[src/rtl/bwm_pkg.sv]
package bwm_pkg;
   typedef enum logic [1:0] {
      MODE_LONG_LONG = 2'b00,
      MODE_SPLIT     = 2'b01,
      MODE_PACK      = 2'b10,
      MODE_BYTE_BYTE = 2'b11
   } bwm_mode_e;
endpackage

[src/rtl/bwm_mode_latch.sv]
module bwm_mode_latch
   import bwm_pkg::*;
(
   input  logic      clk,
   input  logic      rst_n,
   input  logic      cfg_wr_narrow,
   input  logic      cfg_rd_narrow,
   input  logic      cfg_big_n,
   output bwm_mode_e mode,
   output logic      big
);
   always_ff @(posedge clk) begin
      if (!rst_n) begin
         mode <= bwm_mode_e'({cfg_wr_narrow, cfg_rd_narrow});
         big  <= ~cfg_big_n;
      end
   end

   // configuration frozen once reset is released
   assert_mode_frozen_R1: assert property (@(posedge clk) disable iff (!rst_n)
      rst_n |=> ($stable(mode) && $stable(big)));
endmodule

[src/rtl/bwm_split.sv]
module bwm_split #(
   parameter int BYTE_W = 9
) (
   input  logic              clk,
   input  logic              rst_n,
   input  logic              big,
   input  logic              in_valid,
   output logic              in_ready,
   input  logic [2*BYTE_W-1:0] in_word,
   output logic              out_valid,
   input  logic              out_ready,
   output logic [BYTE_W-1:0] out_byte
);
   localparam int WORD_W = 2 * BYTE_W;

   logic              hold_vld;
   logic              phase;
   logic [WORD_W-1:0] word;
   logic [BYTE_W-1:0] hi_b, lo_b;
   logic              take_in, take_out;

   assign hi_b      = word[WORD_W-1:BYTE_W];
   assign lo_b      = word[BYTE_W-1:0];
   assign out_valid = hold_vld;
   assign out_byte  = (big ^ phase) ? hi_b : lo_b;
   assign in_ready  = !hold_vld || (phase && out_ready);
   assign take_in   = in_valid && in_ready;
   assign take_out  = out_valid && out_ready;

   always_ff @(posedge clk) begin
      if (!rst_n) begin
         hold_vld <= 1'b0;
         phase    <= 1'b0;
         word     <= '0;
      end else if (take_in) begin
         word     <= in_word;
         hold_vld <= 1'b1;
         phase    <= 1'b0;
      end else if (take_out) begin
         if (phase) hold_vld <= 1'b0;
         else       phase    <= 1'b1;
      end
   end

   // stalled byte does not move
   assert_split_hold_R8: assert property (@(posedge clk) disable iff (!rst_n)
      (out_valid && !out_ready) |=> (out_valid && $stable(out_byte)));
   // accepted word yields a byte next cycle and blocks the input
   assert_split_load_R11: assert property (@(posedge clk) disable iff (!rst_n)
      take_in |=> (out_valid && !in_ready));
endmodule

[src/rtl/bwm_pack.sv]
module bwm_pack #(
   parameter int BYTE_W = 9
) (
   input  logic                clk,
   input  logic                rst_n,
   input  logic                big,
   input  logic                in_valid,
   output logic                in_ready,
   input  logic [BYTE_W-1:0]   in_byte,
   output logic                out_valid,
   input  logic                out_ready,
   output logic [2*BYTE_W-1:0] out_word
);
   localparam int WORD_W = 2 * BYTE_W;

   logic              have_first;
   logic [BYTE_W-1:0] first_b;
   logic              full;
   logic [WORD_W-1:0] word;
   logic              take_in, take_out;

   assign out_valid = full;
   assign out_word  = word;
   assign in_ready  = !full || out_ready;
   assign take_in   = in_valid && in_ready;
   assign take_out  = out_valid && out_ready;

   always_ff @(posedge clk) begin
      if (!rst_n) begin
         have_first <= 1'b0;
         first_b    <= '0;
         full       <= 1'b0;
         word       <= '0;
      end else begin
         if (take_out) full <= 1'b0;
         if (take_in) begin
            if (!have_first) begin
               first_b    <= in_byte;
               have_first <= 1'b1;
            end else begin
               word       <= big ? {first_b, in_byte} : {in_byte, first_b};
               full       <= 1'b1;
               have_first <= 1'b0;
            end
         end
      end
   end

   // stalled word does not move
   assert_pack_hold_R8: assert property (@(posedge clk) disable iff (!rst_n)
      (out_valid && !out_ready) |=> (out_valid && $stable(out_word)));
   // second byte of a pair completes a word
   assert_pack_pair_R6: assert property (@(posedge clk) disable iff (!rst_n)
      (take_in && have_first) |=> out_valid);
endmodule

[src/rtl/bus_width_matcher.sv]
module bus_width_matcher
   import bwm_pkg::*;
#(
   parameter int BYTE_W = 9,
   localparam int WORD_W = 2 * BYTE_W
) (
   input  logic              clk,
   input  logic              rst_n,
   input  logic              cfg_wr_narrow,
   input  logic              cfg_rd_narrow,
   input  logic              cfg_big_n,
   input  logic              in_valid,
   output logic              in_ready,
   input  logic [WORD_W-1:0] in_data,
   output logic              out_valid,
   input  logic              out_ready,
   output logic [WORD_W-1:0] out_data
);
   if (BYTE_W < 1) begin : g_bad_width
      $error("bus_width_matcher: BYTE_W must be at least 1");
   end

   bwm_mode_e mode;
   logic      big;
   logic      sp_en, pk_en;
   logic      sp_in_ready, sp_out_valid;
   logic [BYTE_W-1:0] sp_byte;
   logic      pk_in_ready, pk_out_valid;
   logic [WORD_W-1:0] pk_word;

   bwm_mode_latch u_mode (
      .clk(clk), .rst_n(rst_n),
      .cfg_wr_narrow(cfg_wr_narrow), .cfg_rd_narrow(cfg_rd_narrow),
      .cfg_big_n(cfg_big_n), .mode(mode), .big(big)
   );

   assign sp_en = (mode == MODE_SPLIT);
   assign pk_en = (mode == MODE_PACK);

   bwm_split #(.BYTE_W(BYTE_W)) u_split (
      .clk(clk), .rst_n(rst_n), .big(big),
      .in_valid(in_valid && sp_en), .in_ready(sp_in_ready), .in_word(in_data),
      .out_valid(sp_out_valid), .out_ready(out_ready && sp_en), .out_byte(sp_byte)
   );

   bwm_pack #(.BYTE_W(BYTE_W)) u_pack (
      .clk(clk), .rst_n(rst_n), .big(big),
      .in_valid(in_valid && pk_en), .in_ready(pk_in_ready), .in_byte(in_data[BYTE_W-1:0]),
      .out_valid(pk_out_valid), .out_ready(out_ready && pk_en), .out_word(pk_word)
   );

   always_comb begin
      unique case (mode)
         MODE_SPLIT: begin
            in_ready  = sp_in_ready;
            out_valid = sp_out_valid;
            out_data  = {{BYTE_W{1'b0}}, sp_byte};
         end
         MODE_PACK: begin
            in_ready  = pk_in_ready;
            out_valid = pk_out_valid;
            out_data  = pk_word;
         end
         MODE_BYTE_BYTE: begin
            in_ready  = out_ready;
            out_valid = in_valid;
            out_data  = {{BYTE_W{1'b0}}, in_data[BYTE_W-1:0]};
         end
         default: begin
            in_ready  = out_ready;
            out_valid = in_valid;
            out_data  = in_data;
         end
      endcase
   end

   // narrow read carries nothing in the upper half
   assert_narrow_upper_R3: assert property (@(posedge clk) disable iff (!rst_n)
      (out_valid && (mode == MODE_BYTE_BYTE || mode == MODE_SPLIT))
      |-> (out_data[WORD_W-1:BYTE_W] == '0));
   // conversion modes start empty
   assert_empty_after_reset_R10: assert property (@(posedge clk)
      (!rst_n) |=> (!sp_out_valid && !pk_out_valid));
endmodule

[config.mk]
export PLATFORM = sky130hd
export DESIGN_NAME = bus_width_matcher
export DESIGN_NICKNAME = d
export VERILOG_FILES = /design/src/rtl/bwm_pkg.sv /design/src/rtl/bwm_mode_latch.sv /design/src/rtl/bwm_split.sv /design/src/rtl/bwm_pack.sv /design/src/rtl/bus_width_matcher.sv
export SDC_FILE = /design/constraint.sdc
export NUM_CORES = 1
export LEC_CHECK = 0
export BUFFER_PORTS_ARGS = -buffer_cell sky130_fd_sc_hd__buf_2
export CAP_MARGIN = 40
export CELL_PAD_IN_SITES_DETAIL_PLACEMENT = 1
export CELL_PAD_IN_SITES_GLOBAL_PLACEMENT = 1
export CORE_MARGIN = 4
export CORE_UTILIZATION = 38
export DETAILED_ROUTE_END_ITERATION = 7
export GPL_TIMING_DRIVEN = 0
export PLACE_DENSITY = 0.75
export SKIP_CTS_REPAIR_TIMING = 1
export SLEW_MARGIN = 40
export SYNTH_ARGS = -nofsm -noshare
export SYNTH_HDL_FRONTEND = slang
export SYNTH_SLANG_ARGS = --single-unit
export TNS_END_PERCENT = 30
[constraint.sdc]
create_clock -name clk -period 1.6 [get_ports clk]
set_input_delay 0.08 -clock clk [delete_from_list [all_inputs] [get_ports clk]]
set_output_delay 0.08 -clock clk [all_outputs]
set_load 0.1 [all_outputs]
==> impl_metrics.json <==
{
  "outcome": "finished with violations",
  "violations": "negative hold slack, negative setup slack",
  "cts.sinks": 52,
  "cts_made_buffers": 5,
  "relSlewSlack_pct": 62.31,
  "drc": 0,
  "period_share_pct": 133.8,
  "skew_ns": 0.01314,
  "rr_endpoint": "u_split.word[4]",
  "regArea_um2": 1071,
  "worst-path-max-fanout": 9,
  "setup_slack_ns": -0.5401,
  "async_flop_share_pct": 0,
  "netlist_instances": 303,
  "dpl.hpwl_um": 5814,
  "n_fill_cell": 784,
  "critical_path_arrival_ns": 2.06,
  "first_pass_iters": 6,
  "wire_per_inst_um": 18.32,
  "drive_gt1_share_pct": 33.70,
  "synth-edff-count": 3,
  "row_count": 30,
  "syn_area_um2": 2674,
  "seq_area_frac_synth_pct": 40.06,
  "die_h_um": 91.88,
  "powerDensity_nw_per_um2": 858.1,
  "place.gp.congestion": 0.8016,
  "hold_end": "u_mode.big",
  "placed_area_um2": 3278,
  "grt.total_usage_pct": 18.96,
  "diodes": 0,
  "clk_pin_slew_ns": 0.10,
  "syn_area_per_cell_um2": 8.824,
  "final_area_um2": 3804,
  "slew_violations": 0,
  "syn2layout_area_growth_pct": 42.26,
  "min_from": "cfg_big_n",
  "boundaryPins": 45,
  "tritoncts": "built",
  "clock_latency_ns": 0.32,
  "vias_per_cell": 5.290,
  "start_util_pct": 39.14,
  "hold_ws_ns": -0.004961,
  "final_common_cell": "nand2_1",
  "synth_warnings": 0,
  "worstMarginPinSlew_ns": 0.5654,
  "cts.root.buffer_cell": "clkbuf_8",
  "nets": 390,
  "die_area_um2": 8442,
  "crit_required_ns": 1.52,
  "cp-end-kind": "output port",
  "syn_nets": 332,
  "gr-total-overflow": 0,
  "hold_path_class": "input pin to flop",
  "drtAntennaViolNets": 0,
  "min_path_cells": 2,
  "ctsLongestPathBuffers": 2,
  "drtIter0Drc": 74,
  "wirelength_um": 8392,
  "r2r-start": "u_mode.mode[1]",
  "layout_common_cells": "105 x nand2_1, 49 x dfxtp_1, 44 x mux2i_1",
  "grt_pass1_wl_um": 12580,
  "p_total_w": 0.003264,
  "max-vdd-ir-drop_uv": 523.2,
  "r2r_slack_ns": -0.41,
  "setup_viol_count_final": 57,
  "vias": 2423,
  "antenna_found_initial": 0,
  "stdcell_count": 458,
  "period_needed_ns": 2.140,
  "placed_cells": 442,
  "crit_type": "flop to output port",
  "p_leak_nw": 1.562,
  "first_global_vias": 2516,
  "final_core_util_pct": 55.68,
  "ys_ff_latch": 52,
  "multiInputGateArea_um2": 1752,
  "die_x_um": 91.88,
  "fmax_ghz": 0.4673,
  "htree_num_levels": 2,
  "worst_setup_path_start_kind": "flop",
  "core_area_um2": 6832,
  "r2r_cells": 7,
  "synthDistinctLibCells": 30,
  "port_buffers": 43,
  "drv_cap": 0,
  "hold_viol_final": 1,
  "grt_setup_unrepaired": "yes",
  "ys.flop_type": "dfxtp_1",
  "grt_max_degree": 19
}
==> flip-flops by register name, summed over array words and instances, names as in the netlist <==
name,cells
u_split.out_valid,1
u_pack.out_word,18
u_pack.first_b,9
u_pack.out_valid,1
u_mode.mode,2
u_split.phase,1
u_split.word,18
u_mode.big,1
u_pack.have_first,1
==> cell usage after synthesis, drive strengths merged (2+ instances only) <==
cell	number	area share, %
o21ai	10	1.9
nor2b	2	0.56
o21a	2	0.56
ha	4	1.9
inv	5	0.70
edfxtp	3	3.4
a221o	9	3.4
clkbuf	12	1.7
mux2i	45	17
a22o	9	2.9
mux2	19	8.0
buf	10	2.3
nand3	2	0.37
nand2	107	15
dfxtp	49	37
a21oi	5	0.94
==> per-stage QoR <==
| step | worst slack [ns] | TNS [ns] |
|---|---|---|
| 2_1_floorplan | -0.1806 | -2.672 |
| 3_3_place_gp | -0.6683 | -16.36 |
| 3_5_place_dp | -0.6746 | -18.54 |
| 4_1_cts | -1.028 | -26.71 |
| 5_1_grt | -0.6005 | -20.59 |
| 6_report | -0.5401 | -15.08 |
==> logic make-up (layout without fill, tap and decap cells) <==
group,count (synthesis),after routing,synth area share (%)
compound gates,38,38,10.58
buf+inv,27,85,4.679
mux,64,64,24.85
xor+xnor,1,1,0.3276
fa+ha+maj,4,4,1.872
simple gates,117,118,17.64
flops,52,52,40.06
==> per-layer routing <==
| layer | share of wire (%) | track usage [%] | up-vias |
|---|---|---|---|
| li1 | - | - | 1156 |
| met5 | 0 | 0 | - |
| met3 | 3.8 | 3.938 | 8 |
| met2 | 53 | 34.79 | 45 |
| met1 | 42 | 21.98 | 1214 |
| met4 | 1.2 | 5.693 | 0 |
==> layout make-up <==
type / count / area share, %
Multi-Input combinational cell: 225 / 46.05
Sequential cell: 52 / 28.16
Timing Repair Buffer: 52 / 15.46
Buffer: 20 / 4.178
Tap cell: 96 / 3.158
Clock buffer: 5 / 1.809
Clock inverter: 3 / 0.6908
Inverter: 5 / 0.4934
==> power by group <==
part | internal [W] | switching [W] | leakage [nW]
Sequential | 0.00135 | 0.0000338 | 0.426
Combinational | 0.000418 | 0.000638 | 1.09
Clock | 0.000324 | 0.000503 | 0.0491
==> worst max-delay path, stage by stage, from the launching register on <==
cell and delay, ns:
edfxtp_1 0.41, inv_2 0.07, ha_2 0.22, nor2b_1 0.14, buf_4 0.17, a22o_1 0.21
a221o_4 0.35, buf_12 0.17
==> how the worst max path moves through the flow <==
stage                       end      startpoint  cells after the start
floorplan           out_data[0]  u_mode.mode[1]                      5
global route        out_data[8]  u_mode.mode[0]                      7
global placement    out_data[0]  u_mode.mode[1]                      6
finish              out_data[3]  u_mode.mode[0]                      7
CTS                 out_data[0]  u_mode.mode[0]                      6
detailed placement  out_data[0]  u_mode.mode[0]                      6
(Power assumes the default switching activity.)
